## src/rtl/wo_pkg.sv

```systemverilog
`timescale 1ns/1ps
package wo_pkg;
   typedef enum logic [1:0] {
      LS_INV = 2'd0,
      LS_VAL = 2'd1,
      LS_RSV = 2'd2,
      LS_DRT = 2'd3
   } line_st_e;

   typedef enum logic [1:0] {
      BOP_READ  = 2'd0,
      BOP_WTHRU = 2'd1,
      BOP_WBACK = 2'd2,
      BOP_IDLE  = 2'd3
   } bus_op_e;

   typedef enum logic {
      PH_EVAL = 1'b0,
      PH_BUS  = 1'b1
   } ctrl_ph_e;
endpackage

```

## src/rtl/wo_line_store.sv

```systemverilog
`timescale 1ns/1ps
module wo_line_store
   import wo_pkg::*;
#(
   parameter int LINES = 4,
   parameter int TW    = 6,
   parameter int DW    = 16,
   localparam int IW   = $clog2(LINES)
) (
   input  logic           clk,
   input  logic           rst_n,
   input  logic [IW-1:0]  ra_idx,
   output line_st_e       ra_st,
   output logic [TW-1:0]  ra_tag,
   output logic [DW-1:0]  ra_data,
   input  logic [IW-1:0]  rb_idx,
   output line_st_e       rb_st,
   output logic [TW-1:0]  rb_tag,
   output logic [DW-1:0]  rb_data,
   input  logic           pw_en,
   input  logic [IW-1:0]  pw_idx,
   input  line_st_e       pw_st,
   input  logic [TW-1:0]  pw_tag,
   input  logic [DW-1:0]  pw_data,
   input  logic           sw_en,
   input  logic [IW-1:0]  sw_idx,
   input  line_st_e       sw_st
);
   line_st_e      st_q   [LINES];
   logic [TW-1:0] tag_q  [LINES];
   logic [DW-1:0] data_q [LINES];

   initial begin
      assert (LINES >= 2 && (1 << IW) == LINES)
         else $error("line count must be a power of two, at least 2");
   end

   for (genvar g = 0; g < LINES; g++) begin : g_line
      always_ff @(posedge clk or negedge rst_n) begin
         if (!rst_n) begin
            st_q[g]   <= LS_INV;
            tag_q[g]  <= '0;
            data_q[g] <= '0;
         end else if (pw_en && pw_idx == IW'(g)) begin
            st_q[g]   <= pw_st;
            tag_q[g]  <= pw_tag;
            data_q[g] <= pw_data;
         end else if (sw_en && sw_idx == IW'(g)) begin
            st_q[g]   <= sw_st;
         end
      end
   end

   assign ra_st   = st_q[ra_idx];
   assign ra_tag  = tag_q[ra_idx];
   assign ra_data = data_q[ra_idx];
   assign rb_st   = st_q[rb_idx];
   assign rb_tag  = tag_q[rb_idx];
   assign rb_data = data_q[rb_idx];


   port_clash_chk: assert property (@(posedge clk) disable iff (!rst_n)
      !(pw_en && sw_en && pw_idx == sw_idx));
endmodule

```

## src/rtl/wo_snoop_unit.sv

```systemverilog
`timescale 1ns/1ps
module wo_snoop_unit
   import wo_pkg::*;
#(
   parameter int TW = 6,
   parameter int DW = 16
) (
   input  logic          snp_valid,
   input  logic [1:0]    snp_op,
   input  logic [TW-1:0] snp_tag,
   input  line_st_e      ln_st,
   input  logic [TW-1:0] ln_tag,
   input  logic [DW-1:0] ln_data,
   output logic          upd_en,
   output line_st_e      upd_st,
   output logic          flush,
   output logic [DW-1:0] fdata
);
   logic hit;

   assign hit   = snp_valid && (ln_st != LS_INV) && (ln_tag == snp_tag);
   assign fdata = ln_data;

   always_comb begin
      upd_en = 1'b0;
      upd_st = ln_st;
      flush  = 1'b0;
      if (hit) begin
         case (bus_op_e'(snp_op))
            BOP_READ: begin
               if (ln_st == LS_DRT) flush = 1'b1;
               if (ln_st == LS_DRT || ln_st == LS_RSV) begin
                  upd_en = 1'b1;
                  upd_st = LS_VAL;
               end
            end
            BOP_WTHRU, BOP_WBACK: begin
               upd_en = 1'b1;
               upd_st = LS_INV;
            end
            default: ;
         endcase
      end
   end
endmodule

```

## src/rtl/wo_coh_ctrl.sv

```systemverilog
`timescale 1ns/1ps
module wo_coh_ctrl
   import wo_pkg::*;
#(
   parameter int AW    = 8,
   parameter int DW    = 16,
   parameter int LINES = 4
) (
   input  logic          clk,
   input  logic          rst_n,
   input  logic          cpu_valid,
   input  logic          cpu_we,
   input  logic [AW-1:0] cpu_addr,
   input  logic [DW-1:0] cpu_wdata,
   output logic          cpu_ready,
   output logic [DW-1:0] cpu_rdata,
   output logic          bus_req,
   input  logic          bus_gnt,
   output logic [1:0]    bus_op,
   output logic [AW-1:0] bus_addr,
   output logic [DW-1:0] bus_wdata,
   input  logic [DW-1:0] bus_rdata,
   input  logic          snp_valid,
   input  logic [1:0]    snp_op,
   input  logic [AW-1:0] snp_addr,
   output logic          snp_flush,
   output logic [DW-1:0] snp_fdata
);
   localparam int IW = $clog2(LINES);
   localparam int TW = AW - IW;

   initial begin
      assert (AW > IW) else $error("address narrower than the index");
      assert (DW >= 1) else $error("data width must be positive");
   end

   logic [IW-1:0] c_idx, s_idx;
   logic [TW-1:0] c_tag, s_tag;
   assign c_idx = cpu_addr[IW-1:0];
   assign c_tag = cpu_addr[AW-1:IW];
   assign s_idx = snp_addr[IW-1:0];
   assign s_tag = snp_addr[AW-1:IW];

   line_st_e      a_st, b_st;
   logic [TW-1:0] a_tag, b_tag;
   logic [DW-1:0] a_data, b_data;
   logic          pw_en, sw_en;
   line_st_e      pw_st, sw_st;
   logic [TW-1:0] pw_tag;
   logic [DW-1:0] pw_data;

   wo_line_store #(.LINES(LINES), .TW(TW), .DW(DW)) u_store (
      .clk     (clk),
      .rst_n   (rst_n),
      .ra_idx  (c_idx),
      .ra_st   (a_st),
      .ra_tag  (a_tag),
      .ra_data (a_data),
      .rb_idx  (s_idx),
      .rb_st   (b_st),
      .rb_tag  (b_tag),
      .rb_data (b_data),
      .pw_en   (pw_en),
      .pw_idx  (c_idx),
      .pw_st   (pw_st),
      .pw_tag  (pw_tag),
      .pw_data (pw_data),
      .sw_en   (sw_en),
      .sw_idx  (s_idx),
      .sw_st   (sw_st)
   );

   wo_snoop_unit #(.TW(TW), .DW(DW)) u_snoop (
      .snp_valid (snp_valid),
      .snp_op    (snp_op),
      .snp_tag   (s_tag),
      .ln_st     (b_st),
      .ln_tag    (b_tag),
      .ln_data   (b_data),
      .upd_en    (sw_en),
      .upd_st    (sw_st),
      .flush     (snp_flush),
      .fdata     (snp_fdata)
   );

   ctrl_ph_e      phase_q, phase_d;
   bus_op_e       bop_q, bop_d;
   logic [AW-1:0] baddr_q, baddr_d;
   logic [DW-1:0] bdata_q, bdata_d;
   logic          c_hit, snp_clash, eval_go, rdy;

   assign c_hit     = (a_st != LS_INV) && (a_tag == c_tag);
   assign snp_clash = snp_valid && (s_idx == c_idx);
   assign eval_go   = (phase_q == PH_EVAL) && cpu_valid && !snp_clash;

   always_comb begin
      phase_d = phase_q;
      bop_d   = bop_q;
      baddr_d = baddr_q;
      bdata_d = bdata_q;
      pw_en   = 1'b0;
      pw_st   = LS_INV;
      pw_tag  = c_tag;
      pw_data = cpu_wdata;
      rdy     = 1'b0;
      if (phase_q == PH_EVAL) begin
         if (eval_go) begin
            if (c_hit) begin
               if (!cpu_we) begin
                  rdy = 1'b1;
               end else if (a_st == LS_VAL) begin
                  phase_d = PH_BUS;
                  bop_d   = BOP_WTHRU;
                  baddr_d = cpu_addr;
                  bdata_d = cpu_wdata;
               end else begin
                  pw_en = 1'b1;
                  pw_st = LS_DRT;
                  rdy   = 1'b1;
               end
            end else if (a_st == LS_DRT) begin
               phase_d = PH_BUS;
               bop_d   = BOP_WBACK;
               baddr_d = {a_tag, c_idx};
               bdata_d = a_data;
            end else begin
               phase_d = PH_BUS;
               bop_d   = BOP_READ;
               baddr_d = cpu_addr;
               bdata_d = '0;
            end
         end
      end else if (bus_gnt) begin
         phase_d = PH_EVAL;
         case (bop_q)
            BOP_READ: begin
               pw_en   = 1'b1;
               pw_st   = LS_VAL;
               pw_data = bus_rdata;
               rdy     = !cpu_we;
            end
            BOP_WTHRU: begin
               pw_en   = 1'b1;
               pw_st   = LS_RSV;
               pw_data = bdata_q;
               rdy     = 1'b1;
            end
            BOP_WBACK: begin
               pw_en   = 1'b1;
               pw_st   = LS_INV;
               pw_tag  = a_tag;
               pw_data = a_data;
            end
            default: ;
         endcase
      end else if (snp_clash) begin
         phase_d = PH_EVAL;
      end
   end

   always_ff @(posedge clk or negedge rst_n) begin
      if (!rst_n) begin
         phase_q <= PH_EVAL;
         bop_q   <= BOP_IDLE;
         baddr_q <= '0;
         bdata_q <= '0;
      end else begin
         phase_q <= phase_d;
         bop_q   <= bop_d;
         baddr_q <= baddr_d;
         bdata_q <= bdata_d;
      end
   end

   assign cpu_ready = rdy;
   assign cpu_rdata = (phase_q == PH_BUS) ? bus_rdata : a_data;
   assign bus_req   = (phase_q == PH_BUS);
   assign bus_op    = bus_req ? bop_q : BOP_IDLE;
   assign bus_addr  = baddr_q;
   assign bus_wdata = bdata_q;


   ready_needs_valid_chk: assert property (@(posedge clk) disable iff (!rst_n)
      cpu_ready |-> cpu_valid);


   wthru_issue_chk: assert property (@(posedge clk) disable iff (!rst_n)
      (eval_go && cpu_we && c_hit && a_st == LS_VAL)
      |=> (bus_req && bus_op == BOP_WTHRU && bus_wdata == $past(cpu_wdata)));


   local_write_chk: assert property (@(posedge clk) disable iff (!rst_n)
      (eval_go && cpu_we && c_hit && (a_st == LS_RSV || a_st == LS_DRT))
      |=> !bus_req);


   flush_on_read_chk: assert property (@(posedge clk) disable iff (!rst_n)
      snp_flush |-> (snp_valid && snp_op == BOP_READ));


   evict_wback_chk: assert property (@(posedge clk) disable iff (!rst_n)
      (eval_go && !c_hit && a_st == LS_DRT)
      |=> (bus_req && bus_op == BOP_WBACK && bus_wdata == $past(a_data)));


   req_hold_chk: assert property (@(posedge clk) disable iff (!rst_n)
      (bus_req && !bus_gnt && !snp_valid)
      |=> (bus_req && $stable(bus_op) && $stable(bus_addr) && $stable(bus_wdata)));


   gnt_exclusive_chk: assert property (@(posedge clk) disable iff (!rst_n)
      snp_valid |-> !bus_gnt);
endmodule

```

## config.mk

```make
export PLATFORM = sky130hd
export DESIGN_NAME = wo_coh_ctrl
export DESIGN_NICKNAME = d
export VERILOG_FILES = /design/src/rtl/wo_pkg.sv /design/src/rtl/wo_line_store.sv /design/src/rtl/wo_snoop_unit.sv /design/src/rtl/wo_coh_ctrl.sv
export SDC_FILE = /design/constraint.sdc
export NUM_CORES = 1
export LEC_CHECK = 0
export BUFFER_PORTS_ARGS = -buffer_cell sky130_fd_sc_hd__buf_4
export CAP_MARGIN = 20
export CORE_MARGIN = 4
export CORE_UTILIZATION = 57
export CTS_CLUSTER_DIAMETER = 40
export DETAILED_ROUTE_END_ITERATION = 12
export GPL_TIMING_DRIVEN = 0
export PLACE_DENSITY = 0.8
export SYNTH_ARGS = -nofsm -noshare
export SYNTH_HDL_FRONTEND = slang
export SYNTH_HIERARCHICAL = 1
export SYNTH_SLANG_ARGS = --single-unit
```

## constraint.sdc

```tcl
create_clock -name clk -period 5.5 [get_ports clk]
set_input_delay 0.825 -clock clk [delete_from_list [all_inputs] [get_ports clk]]
set_output_delay 0.825 -clock clk [all_outputs]
set_load 0.02 [all_outputs]
```

## Yosys cells after proc, flatten, opt, wreduce, memory -nomap -nowiden

Index checks and enable logic that the tools add are counted.

- Bits in read-only memories: 0
- Memories kept: 0
- Memory bits (writable): 0
- Input bits: 56
- Register bits: 123
- Output and inout port bits: 61
- Word-level logic and storage cells: 152
- Latch bits: 0

- Reduce and logical (&&, ||, !) cells: 30
- Muxes and demuxes: 82
- Equality and inequality tests: 19
- Magnitude comparators: 2
- $mul: 0
- Div/mod/pow operators: 0
- Add/sub/neg operators: 0
- Bitwise logic cells: 3
- Shift-type cells: 0

Operators by type and width:

| cell | count |
|---|---|
| two-way mux 16 bit | 11 |
| binary-select mux 16 bit (select 2 bit) | 2 |
| two-way mux 2 bit | 25 |
| one-hot mux 16 bit (3 select lines) | 1 |
| two-way mux 6 bit | 7 |
| two-way mux 8 bit | 4 |
| binary-select mux 6 bit (select 2 bit) | 2 |
| two-way mux 1 bit | 24 |
| equality test 2 bit (second input constant) | 9 |
| logical AND 1 bit | 14 |
| equality test 6 bit | 2 |
| nonzero test 2 bit | 6 |
| equality test 2 x 1 -> 1 bit (second input constant) | 5 |
| binary-select mux 2 bit (select 2 bit) | 2 |
| zero test 2 bit | 4 |
| one-hot mux 2 bit (2 select lines) | 2 |
| >= comparator 3 bit (second input constant) | 2 |
| inverter 2 -> 3 bit | 2 |
| one-hot mux 1 bit (2 select lines) | 2 |
| AND reduction 4 bit | 1 |
| OR reduction 3 bit | 1 |
| equality test 2 bit | 1 |
| zero test 1 bit | 2 |
| inequality test 2 x 1 -> 1 bit (second input constant) | 1 |
| 4 further kinds | 4 |

## Logic depth before layout (Yosys ltp)

- Depth after elaboration: 12
- Mapped depth: 12
- Mapped depth without buffers: 9

## Modules after synthesis

Netlist, hierarchy kept.

Modules (own cells, without submodules):

| module | cells an instance | area an instance (sq um) | times used | sequential area each (sq um) |
|---|---|---|---|---|
| wo_line_store | 282 | 4842.1 | 1 | 2402.3 |
| wo_coh_ctrl | 256 | 2155.8 | 1 | 678.2 |
| wo_snoop_unit | 38 | 292.8 | 1 | 0.0 |

## Worst setup path before layout

Ideal clock, no wire load.

- Path type: input-to-reg
- Start: input port snp_addr[0]
- End: register u_store/st_q[7] (netlist name)
- Data arrival time: 3.489 ns
- Library setup time: 0.125 ns
- Buffers on the path: 2
- Required time: 5.375 ns
- Stages: 10
- Setup slack: 1.886 ns
- Cell sequence: buf_2 buf_4 mux4_2 xor2_1 nor4_2 nand4_2 nor3_2 nor3b_1 mux2_2 mux2_2

- Elaborated cells between the ends (all ways): 34
- Those cells by class: eq/ne: 4; mux: 18; bitwise: 1; reduce/logical: 11

RTL lines:

| item | RTL line | source |
|---|---|---|
| start: declaration | wo_coh_ctrl.sv:25 | `input logic [AW-1:0] snp_addr,` |
| inverter 2 -> 3 bit (implied by the code) | wo_line_store.sv:58 | `assign rb_tag = tag_q[rb_idx];` |
| binary-select mux 6 bit (select 2 bit) | wo_line_store.sv:58 |  |
| two-way mux 6 bit (implied by the code) (2 in series) | wo_line_store.sv:58 |  |
| net b_tag[4] | wo_coh_ctrl.sv:45 | `logic [TW-1:0] a_tag, b_tag;` |
| equality test 6 bit | wo_snoop_unit.sv:21 | `assign hit = snp_valid && (ln_st != LS_INV) && (ln_tag == snp_tag);` |
| logical AND 1 bit | wo_snoop_unit.sv:21 |  |
| two-way mux 1 bit | wo_snoop_unit.sv:28 | `if (hit) begin` |
| net sw_en | wo_coh_ctrl.sv:47 | `logic pw_en, sw_en;` |
| logical AND 1 bit | wo_line_store.sv:48 | `end else if (sw_en && sw_idx == IW'(g)) begin` |
| nonzero test 2 bit (no source line) | -- |  |
| end signal: indexed assignment | wo_line_store.sv:45 | `st_q[g] <= pw_st;` |
| end signal: indexed assignment | wo_line_store.sv:49 | `st_q[g] <= sw_st;` |
| end: declaration | wo_line_store.sv:29 | `line_st_e st_q [LINES];` |

The timed path passes the listed nets, and every way through them passes these cells. The select of a mux whose other input is x is not followed.
A chain may end at the register's enable or synchronous reset.

## Final worst setup path

- Start: input port cpu_addr[0]
- End: output port cpu_ready

- Elaborated cells between the ends (all ways): 20
- Those cells by class: eq/ne: 3; mux: 11; bitwise: 1; reduce/logical: 5

RTL lines:

| item | RTL line | source |
|---|---|---|
| start: declaration | wo_coh_ctrl.sv:13 | `input logic [AW-1:0] cpu_addr,` |
| inverter 2 -> 3 bit (implied by the code) | wo_line_store.sv:55 | `assign ra_tag = tag_q[ra_idx];` |
| binary-select mux 6 bit (select 2 bit) | wo_line_store.sv:55 |  |
| two-way mux 6 bit (implied by the code) (2 in series) | wo_line_store.sv:55 |  |
| net a_tag[4] | wo_coh_ctrl.sv:45 |  |
| equality test 6 bit | wo_coh_ctrl.sv:92 | `assign c_hit = (a_st != LS_INV) && (a_tag == c_tag);` |
| logical AND 1 bit | wo_coh_ctrl.sv:92 |  |
| two-way mux 1 bit | wo_coh_ctrl.sv:108 | `if (c_hit) begin` |
| two-way mux 1 bit | wo_coh_ctrl.sv:107 | `if (eval_go) begin` |
| two-way mux 1 bit | wo_coh_ctrl.sv:106 | `if (phase_q == PH_EVAL) begin` |
| end: declaration | wo_coh_ctrl.sv:15 | `output logic cpu_ready,` |

The timed path passes the listed nets, and every way through them passes these cells. The select of a mux whose other input is x is not followed.

==> flow_metrics.py <==
metrics = {
    "run_status": {
        "status": "finished, final reports clean",
    },
    "setup_path": {
        "rr_worst_depth": 8,
        "path_class": "in -> out",
        "cp_cell_sequence": "buf_4, buf_2, buf_4, mux4_2, xnor2_1, nand4_2, nor2_1, nand2_1, o32ai_1, buf_4",
        "r2r_setup_slack_ps": 2200,
        "cp-end-kind": "output port",
        "slowest_stage": "mux4_2",
        "slowest_delay_ps": 570,
        "r2r_start": "bus_req",
        "start_kind": "input port",
        "worstPathMaxFanout": 10,
        "cp.arrival_ps": 3180,
        "required_ps": 4680,
        "worstReg2RegEnd": "u_store/data_q[13]",
        "critical_path.most_common_cell": "buf_4",
    },
    "floorplanning": {
        "fp.dieH_um": 121,
        "die-area_mm2": 0.0147,
        "num_rows": 41,
        "io_pins": 117,
        "core_mm2": 0.0126,
        "start_util_pct": 58.0,
        "die_w_um": 121,
    },
    "route": {
        "firstDrtPassIters": 5,
        "wirelength_um": 20600,
        "num_vias": 5604,
        "drt.antenna.violating_nets": 0,
        "drc": 0,
        "wire_per_inst_um": 23.0,
        "routed_via_density": 6.25,
        "drt_first_iter_violations": 616,
    },
    "logic_synthesis": {
        "synthCells": 576,
        "synth_ff_type": "dfrtp_1",
        "synthTopCellsByCount": "dfrtp_1, mux2_2, mux4_2, nor2_1, a21oi_1",
        "syn_area_mm2": 0.00729,
        "synth_edf_count": 0,
        "synth.top_cells.by_area": "dfrtp_1, mux2_2, mux4_2",
        "synth.most_common_cell": "dfrtp_1",
        "seq_area_frac_synth_pct": 42.3,
        "synth_top_area_share_pct": 41.5,
        "yosysWarnings": 6,
        "yosys.area.top_type": "dfrtp_1",
        "avgSynthCellArea_um2": 12.7,
        "ys_types": 43,
        "ys_ff_latch": 123,
        "async_flop_share_pct": 100,
        "synth_nets": 634,
    },
    "global_route": {
        "grt_pass1_vias": 5974,
        "grt.total_usage_pct": 29.0,
        "antenna_found_initial": 0,
        "grt_max_degree": 82,
        "overflow": 0,
        "grt_pass1_wl_um": 32200,
    },
    "final_layout": {
        "antenna_cells": 0,
        "drive_gt1_share_pct": 50.8,
        "area_delta_synth_final_pct": 23.5,
        "nNetsFinal": 770,
        "nFillCells": 887,
    },
    "placed_design": {
        "gp_congestion": 0.907,
        "hpwlAfterDp_um": 14300,
        "io_buffer_count": 116,
    },
    "power": {
        "leakage_nw": 3.98,
        "p_clk_share_pct": 23.0,
        "ir_drop_mv": 0.311,
        "power_density_mw_per_mm2": 548,
        "p_seq_share_pct": 33.4,
        "internal-power_mw": 3.18,
        "finalPower_mw": 4.94,
        "combPwrFrac_pct": 43.6,
        "swShare_pct": 35.5,
        "power.switching_mw": 1.75,
    },
    "clock_tree": {
        "cts_tree": "done",
        "cts_buffers": 17,
        "clock_sink_count": 123,
        "cts-root-buf": "clkbuf_16",
        "postCtsSetupBuffers": 0,
        "postCtsHoldBufs": 0,
        "cts_resized": 0,
        "clock_latency_ps": 420,
        "clockBufferDepth": 2,
        "htree_levels": 4,
        "clk_pin_slew_ps": 50,
    },
    "sta": {
        "setup_viol": 0,
        "tns_ps": 0,
        "worst_pin_slew_ps": 779,
        "period_needed_ps": 4000,
        "slew_headroom_pct": 48.0,
        "fmax_ghz": 0.250,
        "min_period_over_period_pct": 72.8,
        "slew_viol_final": 0,
        "rsz0062_at_grt": "no",
        "worst_clock_skew_ps": 9.38,
        "hold_viol": 0,
    },
    "min_path": {
        "hold_path.class": "in -> async",
    },
    "run": {
        "max_cap_violations": 0,
    },
}
==> worst max-delay path by stage <==
stage / start / endpoint / slack [ps] / cells after the start
floorplan: snp_addr[0] / u_store/st_q[7] / 1890 / 10
global placement: cpu_addr[0] / u_store/st_q[6] / 1160 / 12
detailed placement: cpu_addr[0] / u_store/data_q[61] / 1150 / 12
CTS: cpu_addr[0] / cpu_ready / 1470 / 10
global route: cpu_addr[0] / cpu_ready / 1280 / 10
finish: cpu_addr[0] / cpu_ready / 1500 / 10
==> sequential cells by signal, summed over array words and instances (netlist names) <==
register,cells
bus_req,1
bus_wdata,16
u_store/tag_q,24
bus_addr,8
u_store/st_q,8
bop_q,2
u_store/data_q,64
==> cell type report <==
| cell class | instances | area, µm² | share of cell area, % |
|---|---|---|---|
| buffer | 55 | 354 | 3.93 |
| clock buffer | 24 | 482 | 5.35 |
| clock inverter | 8 | 115 | 1.28 |
| inverter | 8 | 30.0 | 0.333 |
| multi-input combinational | 390 | 3830 | 42.5 |
| sequential | 123 | 3080 | 34.2 |
| tap | 172 | 215 | 2.39 |
| timing repair buffer | 117 | 902 | 10.0 |
==> worst max-delay path, delay by kind of cell <==
kind	cells	cell delay [ps]
muxes	1	570
buffers and inverters	4	890
xor gates and xnor gates	1	250
AOI/OAI and AO/OA	1	160
and+or+nand+nor	3	470
==> through the flow <==
stage                     instances  hold WS [ps]  util [%]  setup WS, ps  area [µm²]
after floorplan                 576           471         -          1890        7290
after global placement          864           487      66.7          1160        8380
after detailed placement        865           501      66.9          1150        8410
after CTS                       897           327      71.6          1470        9000
after global routing            897           345      71.6          1280        9000
final                           897           317      71.6          1500        9000
==> cell families (layout without fill, tap and decap cells) <==
logic type      after synthesis  count (layout)  synth area share, %
fa+ha+maj                     2               2                0.343
compound gates               88              88                 7.04
flops                       123             123                 42.3
xor+xnor                     14              14                 1.68
mux                         195             195                 37.2
buf+inv                      63             212                 5.27
simple gates                 91              91                 6.23
==> layout by cell type (no fill, tap or decap), types with 2 or more instances in the layout <==
cell,instances
buf_4,139
dfrtp_1,121
mux2_2,114
nor2_1,48
mux4_2,48
a21oi_1,46
mux2i_1,29
nand2_1,21
clkbuf_16,17
buf_2,16
a22oi_1,16
o21ai_0,13
clkbuf_1,11
xnor2_1,11
inv_1,8
buf_6,6
o21ai_1,5
nand3_1,5
clkinv_2,5
nor2b_1,4
buf_1,3
mux2_4,3
clkbuf_8,3
bufinv_16,3
xor2_1,3
nand4_2,2
dfstp_2,2
ha_1,2
nand3b_2,2
==> routing by layer <==
| layer | track usage, % | wire (µm) |
|---|---|---|
| met3 | 6.90 | 1550 |
| met1 | 37.5 | 8170 |
| met2 | 47.2 | 10200 |
| met4 | 12.4 | 669 |
| met5 | 0 | 0 |
==> power by group through the flow <==
| stage | Combinational, mW | Clock [mW] | Sequential (mW) |
|---|---|---|---|
| after floorplan | 1.41 | 0 | 1.61 |
| after global placement | 2.07 | 0 | 1.58 |
| after detailed placement | 2.12 | 0 | 1.63 |
| after CTS | 2.15 | 1.14 | 1.63 |
| after global routing | 2.29 | 1.18 | 1.69 |
| final | 2.15 | 1.14 | 1.65 |
No activity file was read; power rests on OpenSTA's default activity.
